**src/rtl/dma_seq_pkg.sv**
```systemverilog
package dma_seq_pkg;

  localparam int STAT_W = 5;

  typedef enum logic [1:0] {
    UNIT_FRAG = 2'd0,
    UNIT_BLK  = 2'd1,
    UNIT_TRN  = 2'd2,
    UNIT_LIST = 2'd3
  } unit_e;

  typedef struct packed {
    logic step;
  } seq_strobe_t;

  function automatic logic [STAT_W-1:0] irqMask(input logic [3:0] typ);
    logic [STAT_W-1:0] m;
    case (typ)
      4'd1:    m = 5'b00001;
      4'd2:    m = 5'b00010;
      4'd3:    m = 5'b00011;
      4'd4:    m = 5'b00100;
      4'd5:    m = 5'b00101;
      4'd6:    m = 5'b00110;
      4'd7:    m = 5'b01000;
      4'd8:    m = 5'b10000;
      default: m = 5'b00000;
    endcase
    return m;
  endfunction

endpackage

```
**src/rtl/dma_seq_cnt.sv**
```systemverilog
module dma_seq_cnt
  import dma_seq_pkg::*;
#(
  parameter int W = 16
) (
  input  logic        clk,
  input  logic        rstN,
  input  logic [W-1:0] fragLen,
  input  logic [W-1:0] blkLen,
  input  logic [W-1:0] trnLen,
  input  seq_strobe_t strobe,
  output logic        fragEnd,
  output logic        blkEnd,
  output logic        trnEnd,
  output logic        cfgBad
);

  localparam int CW = W + 1;

  logic [W-1:0] fragCnt, blkCnt, trnCnt;

  // End flags describe the beat being accepted now (count + 1 reaches length).
  assign trnEnd  = ({1'b0, trnCnt} + CW'(1)) == {1'b0, trnLen};
  assign blkEnd  = (({1'b0, blkCnt} + CW'(1)) == {1'b0, blkLen}) || trnEnd;
  assign fragEnd = (({1'b0, fragCnt} + CW'(1)) == {1'b0, fragLen}) || blkEnd;

  assign cfgBad = (fragLen == '0) || (blkLen == '0) || (trnLen == '0) ||
                  (fragLen > blkLen) || (blkLen > trnLen);

  always_ff @(posedge clk) begin
    if (!rstN) begin
      fragCnt <= '0;
      blkCnt  <= '0;
      trnCnt  <= '0;
    end else if (strobe.step) begin
      fragCnt <= fragEnd ? '0 : fragCnt + W'(1);
      blkCnt  <= blkEnd  ? '0 : blkCnt + W'(1);
      trnCnt  <= trnEnd  ? '0 : trnCnt + W'(1);
    end
  end

endmodule

```
**src/rtl/dma_seq_ctrl.sv**
```systemverilog
module dma_seq_ctrl
  import dma_seq_pkg::*;
(
  input  logic              clk,
  input  logic              rstN,
  input  logic [1:0]        reqMode,
  input  logic [3:0]        intType,
  input  logic              reqStrobe,
  input  logic              beat,
  input  logic [STAT_W-1:0] intClr,
  input  logic              fragEnd,
  input  logic              blkEnd,
  input  logic              trnEnd,
  input  logic              cfgBad,
  output seq_strobe_t       strobe,
  output logic              busy,
  output logic              fragDone,
  output logic              blkDone,
  output logic              trnDone,
  output logic              listDone,
  output logic              irq,
  output logic [STAT_W-1:0] intStatus
);

  unit_e modeQ;
  logic  accept, reject, step, unitEnd, listEv;
  logic [STAT_W-1:0] setVec;

  assign accept = reqStrobe && !busy && !cfgBad;
  assign reject = reqStrobe && !busy && cfgBad;
  assign step   = busy && beat;
  assign strobe.step = step;

  always_comb begin
    case (modeQ)
      UNIT_FRAG: unitEnd = fragEnd;
      UNIT_BLK:  unitEnd = blkEnd;
      default:   unitEnd = trnEnd;
    endcase
  end

  assign listEv = step && trnEnd && (modeQ == UNIT_LIST);
  assign setVec = {reject, listEv, step && trnEnd, step && blkEnd, step && fragEnd};

  always_ff @(posedge clk) begin
    if (!rstN) begin
      busy      <= 1'b0;
      modeQ     <= UNIT_FRAG;
      fragDone  <= 1'b0;
      blkDone   <= 1'b0;
      trnDone   <= 1'b0;
      listDone  <= 1'b0;
      intStatus <= '0;
    end else begin
      if (accept) begin
        busy  <= 1'b1;
        modeQ <= unit_e'(reqMode);
      end else if (step && unitEnd) begin
        busy <= 1'b0;
      end
      fragDone  <= setVec[0];
      blkDone   <= setVec[1];
      trnDone   <= setVec[2];
      listDone  <= setVec[3];
      intStatus <= (intStatus & ~intClr) | setVec;
    end
  end

  assign irq = |(intStatus & irqMask(intType));

endmodule

```
**src/rtl/dma_unit_seq.sv**
```systemverilog
module dma_unit_seq
  import dma_seq_pkg::*;
#(
  parameter int W = 16
) (
  input  logic         clk,
  input  logic         rstN,
  input  logic [1:0]   reqMode,
  input  logic [3:0]   intType,
  input  logic [W-1:0] fragLen,
  input  logic [W-1:0] blkLen,
  input  logic [W-1:0] trnLen,
  input  logic         reqStrobe,
  input  logic         beat,
  input  logic [4:0]   intClr,
  output logic         busy,
  output logic         fragDone,
  output logic         blkDone,
  output logic         trnDone,
  output logic         listDone,
  output logic         irq,
  output logic [4:0]   intStatus
);

  seq_strobe_t strobe;
  logic fragEnd, blkEnd, trnEnd, cfgBad;

  dma_seq_cnt #(.W(W)) uCnt (
    .clk(clk), .rstN(rstN),
    .fragLen(fragLen), .blkLen(blkLen), .trnLen(trnLen),
    .strobe(strobe),
    .fragEnd(fragEnd), .blkEnd(blkEnd), .trnEnd(trnEnd), .cfgBad(cfgBad)
  );

  dma_seq_ctrl uCtrl (
    .clk(clk), .rstN(rstN),
    .reqMode(reqMode), .intType(intType),
    .reqStrobe(reqStrobe), .beat(beat), .intClr(intClr),
    .fragEnd(fragEnd), .blkEnd(blkEnd), .trnEnd(trnEnd), .cfgBad(cfgBad),
    .strobe(strobe), .busy(busy),
    .fragDone(fragDone), .blkDone(blkDone), .trnDone(trnDone), .listDone(listDone),
    .irq(irq), .intStatus(intStatus)
  );

endmodule

```
**config.mk**
```make
export PLATFORM = sky130hd
export DESIGN_NAME = dma_unit_seq
export DESIGN_NICKNAME = d
export VERILOG_FILES = /design/src/rtl/dma_seq_pkg.sv /design/src/rtl/dma_seq_cnt.sv /design/src/rtl/dma_seq_ctrl.sv /design/src/rtl/dma_unit_seq.sv
export SDC_FILE = /design/constraint.sdc
export NUM_CORES = 1
export LEC_CHECK = 0
export BUFFER_PORTS_ARGS = -buffer_cell sky130_fd_sc_hd__buf_4
export CAP_MARGIN = 15
export CORE_UTILIZATION = 55
export DETAILED_ROUTE_END_ITERATION = 10
export GPL_ROUTABILITY_DRIVEN = 1
export PLACE_DENSITY = 0.8
export SLEW_MARGIN = 5
export SYNTH_ARGS = -nofsm -noshare
export SYNTH_HDL_FRONTEND = slang
export SYNTH_SLANG_ARGS = --single-unit
export TNS_END_PERCENT = 100
```
**constraint.sdc**
```tcl
create_clock -name clk -period 3 [get_ports clk]
set_input_delay 0.6 -clock clk [delete_from_list [all_inputs] [get_ports clk]]
set_output_delay 0.6 -clock clk [all_outputs]
set_load 0.05 [all_outputs]
```
==> After elaboration in Yosys (flattened, before gate mapping) <==
Memory sizes are Yosys's and may differ from the RTL's.
Index checks and enable logic that the tools add are counted.
{ "classes": {"magnitude_cmp": 2, "reduce_logical": 23, "add_sub_neg": 6, "n_mux": 6, "n_eq_ne": 5, "bitwise": 4} }
{ "ops": {"columns": ["operator", "n"], "rows": [
  ["$add 16x1->17 const B", 3],
  ["$eq 17x16->1", 3],
  ["$add 16x1->16 const B", 3],
  ["$logic_not 16->1", 3],
  ["$mux 16", 3],
  ["$gt 16x16->1", 2],
  ["$and 5x5->5", 2],
  ["$logic_and 1x1->1", 9],
  ["$logic_or 1x1->1", 6],
  ["$not 5->5", 1],
  ["$or 5x5->5", 1],
  ["$reduce_or 5->1", 1],
  ["$eq 2x1->1 const B", 1],
  ["$eq 2x2->1 const B", 1],
  ["$logic_not 1->1", 2],
  ["$logic_not 2->1", 1],
  ["$mux 1", 2],
  ["$pmux 1 s2", 1],
  ["$reduce_bool 2->1", 1]
]} }
{ "totals": {"memories": 1, "wordCells": 57, "output_inout_bits": 11, "mem_bits_ro": 80, "reg_bits": 60} }
{ "memory_table": {"columns": ["name", "depth", "width", "read_ports", "rd_clocked_by_memory_dff", "write_ports", "line", "text"], "rows": [
  ["(no name shown)", 16, 5, 1, 0, 0, "dma_seq_pkg.sv:18", "case (typ)"]
]} }

==> Depth between registers and ports, before layout <==
{ "logic_depth": {"ltp_word": 8, "ltp_mapped": 12, "mapped_depth_nobuf": 10} }

==> Modules after synthesis <==
Synthesis repeated with hierarchy kept, for this count alone.
{ "hier_totals": {"cells_unflattened": 785, "area_unflattened_um2": 5836.8} }
{ "modules_own_cells": {"columns": ["module", "seq_area_each_um2", "area_each_um2", "n_inst", "cells_per_inst"], "rows": [
  ["dma_seq_cnt", 960.9, 5342.6, 1, 729],
  ["dma_seq_ctrl", 240.2, 494.2, 1, 56]
]} }

==> Worst setup path before layout <==
No wires, ideal clock.
{ "synth_path": {"kind": "reg-to-reg", "start": "reg uCnt.trnCnt[0]", "end": "reg uCnt.blkCnt[7]", "setup_slack_ps": 320, "n_path_buf": 2, "t_arrival_ps": 2548, "t_required_ps": 2868, "stages_incl_launch_ff": 12, "path_cell_list": "dfxtp_1 ha_1 nand4_2 nor4_1 mux2_1 nor4_1 nand4_1 buf_4 a21boi_4 buf_2 a31oi_1 a31oi_1"} }
{ "synth_between": {"elab_chain_cells": 4} }
{ "synth_lines": {"columns": ["element", "line", "text"], "rows": [
  ["start: declaration", "dma_seq_cnt.sv:20", "logic [W-1:0] fragCnt, blkCnt, trnCnt;"],
  ["start signal: assignment", "dma_seq_cnt.sv:38", "trnCnt <= trnEnd ? '0 : trnCnt + W'(1);"],
  ["$add 16x1->17", "dma_seq_cnt.sv:23", "assign trnEnd = ({1'b0, trnCnt} + CW'(1)) == {1'b0, trnLen};"],
  ["$eq 17x16->1", "dma_seq_cnt.sv:23", null],
  ["$logic_or 1x1->1", "dma_seq_cnt.sv:24", "assign blkEnd = (({1'b0, blkCnt} + CW'(1)) == {1'b0, blkLen}) || trnEnd;"],
  ["$mux 16", "dma_seq_cnt.sv:37", "blkCnt <= blkEnd ? '0 : blkCnt + W'(1);"],
  ["end signal: assignment", "dma_seq_cnt.sv:37", null],
  ["end: declaration", "dma_seq_cnt.sv:20", null]
]} }
No other way between the ends.
A chain may end at the register's enable or synchronous reset.

==> Worst setup path in the final report <==
{ "layout_path": {"start": "reg uCnt.blkCnt[0]", "end": "reg uCnt.fragCnt[12]"} }
{ "layout_between": {"elab_chain_cells": 5} }
{ "layout_lines": {"columns": ["element", "line", "text"], "rows": [
  ["$add 16x1->17", "dma_seq_cnt.sv:24", null],
  ["$eq 17x16->1", "dma_seq_cnt.sv:24", null],
  ["$logic_or 1x1->1", "dma_seq_cnt.sv:24", null],
  ["$logic_or 1x1->1", "dma_seq_cnt.sv:25", "assign fragEnd = (({1'b0, fragCnt} + CW'(1)) == {1'b0, fragLen}) || blkEnd;"],
  ["$mux 16", "dma_seq_cnt.sv:36", "fragCnt <= fragEnd ? '0 : fragCnt + W'(1);"],
  ["end signal: assignment", "dma_seq_cnt.sv:36", null],
  ["end: declaration", "dma_seq_cnt.sv:20", null]
]} }
No other way between the ends.

==> flow_summary.ini <==
[status]
outcome = finished clean

[cts]
clock_latency_ns = 0.37
cts_root_buf = clkbuf_8
cts_made_buffers = 9
hold_buffers = 0
htree_levels = 3
cts.path.max_buffers = 2
tritoncts = yes
cts.clk_slew.worst_paths_ns = 0.07
cts_sinks = 60

[setup_path]
cp_slowest_stage_delay_ns = 0.50
critical_path.most_common_cell = nor4_4
endpoint_kind = register
critPathArrivalTime_ns = 3.13
path_cells = nand4_1 -> nor4_4 -> xnor2_1 -> or3b_2 -> nor4_4 -> a21boi_4 -> buf_4 -> a41oi_1 -> mux2i_1
critPathBufInv = 1
path_max_fanout = 19
critPathRequiredTime_ns = 3.24
critPathTopFamily = simple AND/OR/NAND/NOR gates
crit_type = reg2reg
cp-start-kind = register
slowest_stage = or3b_2

[synthesis]
ys_seq_elements = 60
syn_nets = 831
synth_cell_types = 65
synth_flop_cell = dfxtp_1
postSynthAreaPerCell_um2 = 7.62
async_flop_share_pct = 0
synth-edff-count = 0
synth_warnings = 0
synth_area_um2 = 5590
syn_inst = 733
synth_seq_area_share_pct = 21.5

[timing]
slew_violations = 0
tightest_slew_ns = 0.611
finalSetupViolCount = 0
whs_ns = 0.493
max_freq_mhz = 347
fin_crit_ns = 2.88
finalCritPeriodShare_pct = 96.0
relSlewSlack_pct = 59.2
fin_skew_ns = 0.0115
timing_hold_violations_final = 0

[grt]
grt_max_degree = 26
antenna_found_initial = 0
grt_pass1_vias = 5552
grt_overflow = 0
gr-usage-all-layers_pct = 33.5
grt_pass1_wl_um = 27500

[routing]
drcViolationCount = 0
drt-initial-drc-count = 441
postRouteAntennaNets = 0
dr.pass1.iters = 6
vias = 6081
wl_per_cell_um = 18.4
via_per_inst = 6.45
routed_wl_um = 17400

[placement]
hpwl_um = 13300
port_buffers = 73
gp_congestion = 0.952
dp_cells = 926

[power_and_ir_drop]
leakagePower_uw = 0.00263
ir_drop_mv = 0.207
pwr_density_cell_nw_per_um2 = 298

[finish]
fin_cells = 943
layout_common_cells = buf_4, nand2_1, dfxtp_1
layout_commonest_cell = buf_4
drive_gt1_share_pct = 18.9
insertedDiodeCount = 0
syn2layout_area_growth_pct = 17.7
nNetsFinal = 903
fin_util_pct = 67.0

[die]
start_util_pct = 56.9
die_w_um = 103
core-area_um2 = 9820
die_area_um2 = 10600
row_count = 36
die_h_um = 103
ioPinCount = 74

[hold_path]
hold_path_class = in2reg

[job]
cap_violations = 0
## per-layer routing
layer  GRT usage (%)  vias to the layer above  wire [µm]
li1                -                     2867          -
met1            42.3                     2900       7360
met2            55.9                      273       8340
met3            6.10                       41       1220
met4            14.3                        0        435
met5               0                        -          0
## layout make-up
type | instances | area [µm²]
Clock buffer | 9 | 124
Sequential cell | 60 | 1200
Timing Repair Buffer | 105 | 792
Multi-Input combinational cell | 580 | 4060
Tap cell | 133 | 166
Clock inverter | 7 | 43.8
Inverter | 49 | 184
Fill cell | 869 | 3240
## path summary, 6_finish.rpt
path / from / end / slack (ns) / depth (start not counted)
worst max-delay path: uCnt.blkCnt[0] / uCnt.fragCnt[12] / 0.12 / 9
worst min-delay path: intClr[1] / uCtrl.intStatus[1] / 0.49 / 3
worst max register to register: uCnt.blkCnt[0] / uCnt.fragCnt[12] / 0.12 / 9
worst min register to register: uCtrl.modeQ[0] / uCtrl.listDone / 0.49 / 2
## cells by family (layout without fill, tap and decap cells)
group | count (synthesis) | after routing | share of synthesized area [%]
AOI/OAI and AO/OA | 171 | 171 | 21.2
buffers and inverters | 93 | 170 | 7.05
xor gates and xnor gates | 59 | 59 | 9.79
adders and majority gates | 35 | 35 | 7.84
and+or+nand+nor | 301 | 301 | 30.0
DFF | 60 | 60 | 21.5
muxes | 14 | 14 | 2.62
## power by group
group	internal [µW]	switching (µW)	total [µW]
Clock	294	367	661
Combinational	204	274	478
Sequential	807	12.3	820
## registers in the layout, indices dropped and copies added, names as in the netlist
register / count
uCtrl.busy: 1
uCtrl.intStatus: 5
uCtrl.modeQ: 2
uCtrl.trnDone: 1
uCtrl.fragDone: 1
uCnt.fragCnt: 16
uCnt.blkCnt: 16
uCtrl.blkDone: 1
uCtrl.listDone: 1
uCnt.trnCnt: 16
## worst reg2reg max path, cell delays in order (launching register included)
cell and delay (ns):
dfxtp_1 0.46, nand4_1 0.26, nor4_4 0.39, xnor2_1 0.19
or3b_2 0.50, nor4_4 0.27, a21boi_4 0.13, buf_4 0.24
a41oi_1 0.23, mux2i_1 0.10
## Yosys cell counts (3+ instances only)
| cell type | instances | area, µm² |
|---|---|---|
| buf_2 | 21 | 105 |
| mux2i_1 | 9 | 90.1 |
| nor2b_1 | 12 | 75.1 |
| nand2b_1 | 7 | 43.8 |
| nand3_1 | 48 | 240 |
| nor2_1 | 30 | 113 |
| nor4_1 | 21 | 131 |
| o21ai_1 | 5 | 25.0 |
| xnor2_1 | 35 | 307 |
| a211oi_1 | 3 | 22.5 |
| nand2_1 | 64 | 240 |
| nand4b_1 | 7 | 61.3 |
| clkbuf_1 | 18 | 67.6 |
| and4_1 | 13 | 114 |
| ha_1 | 35 | 438 |
| nor3b_1 | 6 | 45.0 |
| and3_1 | 8 | 50.1 |
| mux2_2 | 4 | 45.0 |
| o21a_1 | 10 | 75.1 |
| o211ai_1 | 11 | 82.6 |
| inv_1 | 48 | 180 |
| dfxtp_1 | 60 | 1200 |
| nand3b_1 | 8 | 60.1 |
| a41oi_1 | 5 | 43.8 |
| o22ai_1 | 7 | 43.8 |
| nor3_1 | 20 | 100 |
| o21ai_0 | 25 | 125 |
| buf_4 | 3 | 22.5 |
| xor2_1 | 22 | 193 |
| a31oi_1 | 22 | 138 |
| a311oi_1 | 3 | 26.3 |
| or3_1 | 12 | 75.1 |
| a21o_1 | 21 | 158 |
| o31ai_1 | 4 | 30.0 |
| a21oi_1 | 34 | 170 |
| a41oi_2 | 6 | 97.6 |
| nand4_1 | 31 | 194 |
## per-stage QoR
stage	area (µm²)	total power [µW]	setup TNS, ns	worst slack [ns]
global route	6580	2040	-0.00239	-0.00239
finish	6580	1960	0	0.119
global placement	6330	1280	0	0.0857
detailed placement	6330	1300	0	0.0695
floorplan	5590	1100	0	0.320
CTS	6490	1950	0	0.0251
## repair_timing
item	in CTS	in global routing
setup buffers	0	1
setup endpoints to repair	0	45
resized for setup	0	15
No activity file was read; power rests on OpenSTA's default activity.
